===== config.mk =====
export PLATFORM = sky130hd
export DESIGN_NAME = touch_sw_ctrl
export DESIGN_NICKNAME = d
export VERILOG_FILES = /design/src/rtl/touch_sw_ctrl.sv
export SDC_FILE = /design/constraint.sdc
export NUM_CORES = 1
export LEC_CHECK = 0
export BUFFER_PORTS_ARGS = -buffer_cell sky130_fd_sc_hd__buf_2
export CAP_MARGIN = 20
export CORE_AREA = 2 2 39 41
export DETAILED_ROUTE_END_ITERATION = 12
export DIE_AREA = 0 0 41 43
export HOLD_SLACK_MARGIN = 0.1
export PLACE_DENSITY = 0.62
export SLEW_MARGIN = 25
export SYNTH_ARGS = -nofsm -noshare
export SYNTH_HDL_FRONTEND = slang
export SYNTH_SLANG_ARGS = --single-unit

===== constraint.sdc =====
create_clock -name clk -period 2.5 [get_ports clk]
set_input_delay 0.25 -clock clk [delete_from_list [all_inputs] [get_ports clk]]
set_output_delay 0.25 -clock clk [all_outputs]
set_load 0.02 [all_outputs]

===== src/rtl/touch_sw_ctrl.sv =====
module touch_sw_ctrl (
  input  logic       clk,
  input  logic       rst_n,
  input  logic       cs_n,
  input  logic [2:0] chan,
  input  logic       ratio,
  input  logic [1:0] pd,
  input  logic [1:0] phase,
  output logic       ul_en,
  output logic       ur_en,
  output logic       ll_en,
  output logic       lr_en,
  output logic       ur_hi,
  output logic       pen_en,
  output logic       pen_gnd,
  output logic [1:0] mux_sel
);
  localparam logic [2:0] CH_Y   = 3'b001;
  localparam logic [2:0] CH_X   = 3'b101;
  localparam logic [2:0] CH_AUX = 3'b010;
  localparam logic [1:0] PH_ACQ  = 2'd1;
  localparam logic [1:0] PH_CONV = 2'd2;
  localparam logic [1:0] PH_PD   = 2'd3;
  localparam logic [1:0] PD_GND  = 2'b00;
  localparam logic [1:0] PD_ON   = 2'b11;
  localparam int CFG_W = 6;

  logic [CFG_W-1:0] cfg, cfg_q;
  logic on_q;

  assign cfg = {chan, ratio, pd};

  wire is_xy   = (chan == CH_Y) || (chan == CH_X);
  wire sampling = (phase == PH_ACQ) || (phase == PH_CONV);
  wire keep    = (pd == PD_ON) && on_q && (cfg == cfg_q) && (phase != PH_PD);
  wire drive   = is_xy && ((phase == PH_ACQ) || ((phase == PH_CONV) && ratio) || keep);
  wire sleep_gnd = (phase == PH_PD) && (pd == PD_GND);

  always_ff @(posedge clk) begin
    cfg_q <= rst_n ? cfg : '0;
    if (!rst_n || cs_n) begin
      on_q    <= 1'b0;
      ul_en   <= 1'b0;
      ur_en   <= 1'b0;
      ll_en   <= 1'b0;
      lr_en   <= 1'b0;
      ur_hi   <= 1'b0;
      pen_en  <= 1'b0;
      pen_gnd <= 1'b0;
      mux_sel <= 2'd0;
    end else begin
      on_q    <= drive;
      ul_en   <= drive;
      ur_en   <= drive;
      ll_en   <= drive;
      lr_en   <= drive || sleep_gnd;
      ur_hi   <= drive && (chan == CH_Y);
      pen_en  <= sleep_gnd;
      pen_gnd <= drive;
      mux_sel <= drive ? 2'd1 : ((chan == CH_AUX && sampling) ? 2'd2 : 2'd0);
    end
  end
endmodule


Word level (Yosys, flattened, before mapping)
Index checks and enable logic that the tools add are counted.
Storage, ports and cells
  output and inout bits: 9
  register bits after elaboration: 12
Operators by class
  reduce and logical (&&, ||, !) cells: 17
  mux-type cells: 2
  equal/unequal tests: 9
Operators by type and width (number)
  $logic_and A1 B1 Y1: 8
  $eq A2 B2 Y1 const B: 3
  $eq A6 B6 Y1: 1
  $logic_or A1 B1 Y1: 6
  $eq A3 B1 Y1 const B: 1
  $eq A3 B2 Y1 const B: 1
  $eq A3 B3 Y1 const B: 1
  $eq A2 B1 Y1 const B: 1
  $logic_not A2 Y1: 1
  $mux W2: 1
  $ne A2 B2 Y1 const B: 1
  $reduce_or A2 Y1: 1
  $logic_not A1 Y1: 1
  $mux W1: 1

Logic depth before layout (Yosys ltp)
  depth in word-level cells: 7
  mapped depth: 5

Worst setup path after synthesis
No wires, ideal clock.
  path type: reg2reg
  start: register on_q
  end: register ur_hi
  data arrival time: 1.078 ns
  buffers on the path: 0
  cell stages (with the launch flop): 5
  setup slack: 1.349 ns
  period minus slack after synthesis: 1.151 ns
  cells stage by stage: dfxtp_1 nand4_1 nor3b_2 a31oi_1 nor3b_2
Between the ends
  cells in the longest elaborated chain, start to end: 6
Ends and longest elaborated chain
  start, declared: RTL line 29  | logic on_q;
  start signal, assigned: RTL line 52  | on_q <= drive;
  $logic_and A1 B1 Y1 (3 in a row): RTL line 35  | wire keep = (pd == PD_ON) && on_q && (cfg == cfg_q) && (phase != PH_PD);
  $logic_or A1 B1 Y1: RTL line 36  | wire drive = is_xy && ((phase == PH_ACQ) || ((phase == PH_CONV) && ratio) || keep);
  $logic_and A1 B1 Y1: RTL line 36
  $logic_and A1 B1 Y1: RTL line 57  | ur_hi <= drive && (chan == CH_Y);
  end signal, assigned: RTL line 57
  end, declared: RTL line 13  | output logic ur_hi,
Every way passes these cells.
A chain may end at the register's enable or synchronous reset.

==> reports/results.txt <==
# nets final = 80
worst r2r src = on_q
post-synthesis mux area share = 0%
ys flop type = dfxtp_1
Max Cap Viol = 0
actual slew at the worst max-slew pin = 0.256 ns
most common library cells after synthesis = dfxtp_1 (11), and2_2 (6), buf_4 (4), xor2_1 (4)
post-CTS sizing = 0
Port Buffers = 19
Reg clk slew, reported paths = 0.07 ns
RSZ-0062 raised after global routing = false
Async SR Flop Fraction = 0%
grt total ovfl = 0
cell depth of the worst hold path = 2
Setup Skew = 0.000830 ns
Initial Util = 36.0%
Routed Antenna Nets = 0
CTS H-tree depth = 1
synthesized-area fraction occupied by adder cells = 7.54%
via-per-instance ratio = 4.40
Setup crit start kind = flip-flop
period utilization = 43.9%
CP delay by family, top = flip-flops
slowest stage delay, CP = 0.39 ns
hold path startpoint = chan[0]
Syn Inst Count = 46
Critical-path top delay cell = dfxtp_1
Mapped Area = 498 um^2
RR Endpoint = ur_hi
Final min period = 1.10 ns
fmax = 0.912 GHz
DP Area = 583 um^2
Critical Path Source = on_q
IO Pins = 20
row count = 14
hold path endpoint = mux_sel[1]
worst min-delay path category = in -> reg
Final Slew Violations = 0
Die Width = 41 um
clk root buf = clkbuf_4
Reg2Reg Depth = 4
Core Util, Final = 44.0%
CP Capture Type = output pin
Synth top area share = 44.2%
wire per inst = 10.4 um
crit-path cells = buf_2
fin area = 609 um^2
post-synthesis simple-gate area fraction = 29.9%
top post-synthesis cells by area = dfxtp_1 (44%), and2_2 (9.0%), ha_1 (7.5%), nor3b_2 (7.5%), xor2_1 (7.0%)
layout cell share with drive strength beyond 1 = 50.8%
Critical Path RT = 2.25 ns
dpl cells = 77
Yosys reg bits = 11
R2R setup slack = 1.43 ns
Worst EP arrival = 0.85 ns
Post-synth EDFFs = 0
Setup-failing EPs final = 0
hold slack = 0.188 ns
CTS buffer count = 3
Total GRT Usage = 11.8%
Crit Path Class = reg -> out
final worst slack = 1.40 ns
Non-Filler Instances = 81
Die Ht = 43 um
largest family of logic cells by synthesized area = simple AND/OR/NAND/NOR gates
CTS tree = done
Synth area leader = dfxtp_1
vias post-DR = 356
Max transition margin = 82.9%
Setup TNS Final = 0 ns
Fin. Hold Viols = 0
Clock Tree Buf Depth = 2
Place WS = 1.29 ns
initial detailed-routing violation count = 3
Synth Area per Inst = 10.8 um^2
Die Area = 1760 um^2
WP buf/inv = 1
highest fanout seen on the critical path = 6
leakage power = 0.305 nW
DRT Pass-1 Iters = 4
area of the core = 1380 um^2
ANT cells = 0
vias in the first global route = 377
PwrDens = 566 nW/um^2
most frequent cell after synthesis = dfxtp_1
GPL Wtd Cong = 0.675
clk_lat worst skew = 0.27 ns
initial antenna violation count = 0
drt drc = 0
# hold bufs at CTS = 0
Routed WL = 844 um
Synth Area in Compound Gates = 3.77%
Post-CTS Setup Bufs = 0
Syn-to-layout area delta = 22.4%
Seq/Total Area, Yosys = 44.2%
worst ir drop on vdd = 0.234 mV
status = completed
Mapped Nets = 60
Clock Sinks = 11
first-pass GRT wire length = 1440 um
Synth Warn # = 0
Post-Synth XOR/XNOR Area = 7.04%
Final Power = 0.345 mW
Synth cell types = 18
largest net degree at the start of global routing = 8
==> layout by cell type (no fill, tap or decap) <==
cell       n
buf_2     19
dfxtp_1   11
and2_2     6
xor2_1     4
nor3b_2    3
ha_1       3
clkbuf_4   3
inv_1      2
nand4_1    2
nor2_1     2
a21o_1     1
a31oi_1    1
nand2b_2   1
nor2b_1    1
nor4b_2    1
a21oi_1    1
nand2_1    1
nand2b_1   1
nor4_1     1
clkbuf_1   1
==> where the power goes <==
group | switching, mW | internal, mW
Clock | 0.0585 | 0.0618
Combinational | 0.0214 | 0.0196
Sequential | 0.00212 | 0.181
==> worst reg2reg max path, stage by stage (launching register included) <==
cell,delay (ns)
dfxtp_1,0.39
nand4_1,0.12
nor3b_2,0.19
a31oi_1,0.14
nor3b_2,0.16
==> area by class of cell <==
cell class	instances	area [um^2]
fill	148	774
multi-input combinational	29	240
sequential	11	220
timing repair buffer	19	95.1
tap	16	20.0
clock buffer	4	26.3
inverter	2	7.51
==> how the worst max path moves through the flow <==
stage	to	depth (start not counted)	slack, ns
finish	pen_gnd	1	1.40
global route	ur_hi	4	1.25
CTS	pen_gnd	1	1.40
detailed placement	on_q	6	1.29
global placement	on_q	6	1.34
floorplan	ur_hi	4	1.35
==> metal layers <==
layer / share of wire, % / vias up / GRT usage [%]
met5: 0 / - / 0
met4: 1.7 / 0 / 8.00
met3: 7.8 / 3 / 0
met2: 48 / 15 / 19.7
met1: 42 / 152 / 13.9
li1: - / 186 / -
==> logic make-up (layout without fill, tap and decap cells) <==
family                     Yosys count  after routing
and+or+nand+nor                     19             19
adders and majority gates            3              3
buffers and inverters                6             25
AOI/OAI and AO/OA                    3              3
xor gates and xnor gates             4              4
DFF                                 11             11
==> sequential cells by signal (all words and copies together), names as in the netlist <==
name / cells
cfg_q: 6
ur_hi: 1
pen_en: 1
mux_sel: 1
lr_en: 1
on_q: 1
(Power assumes the default switching activity.)
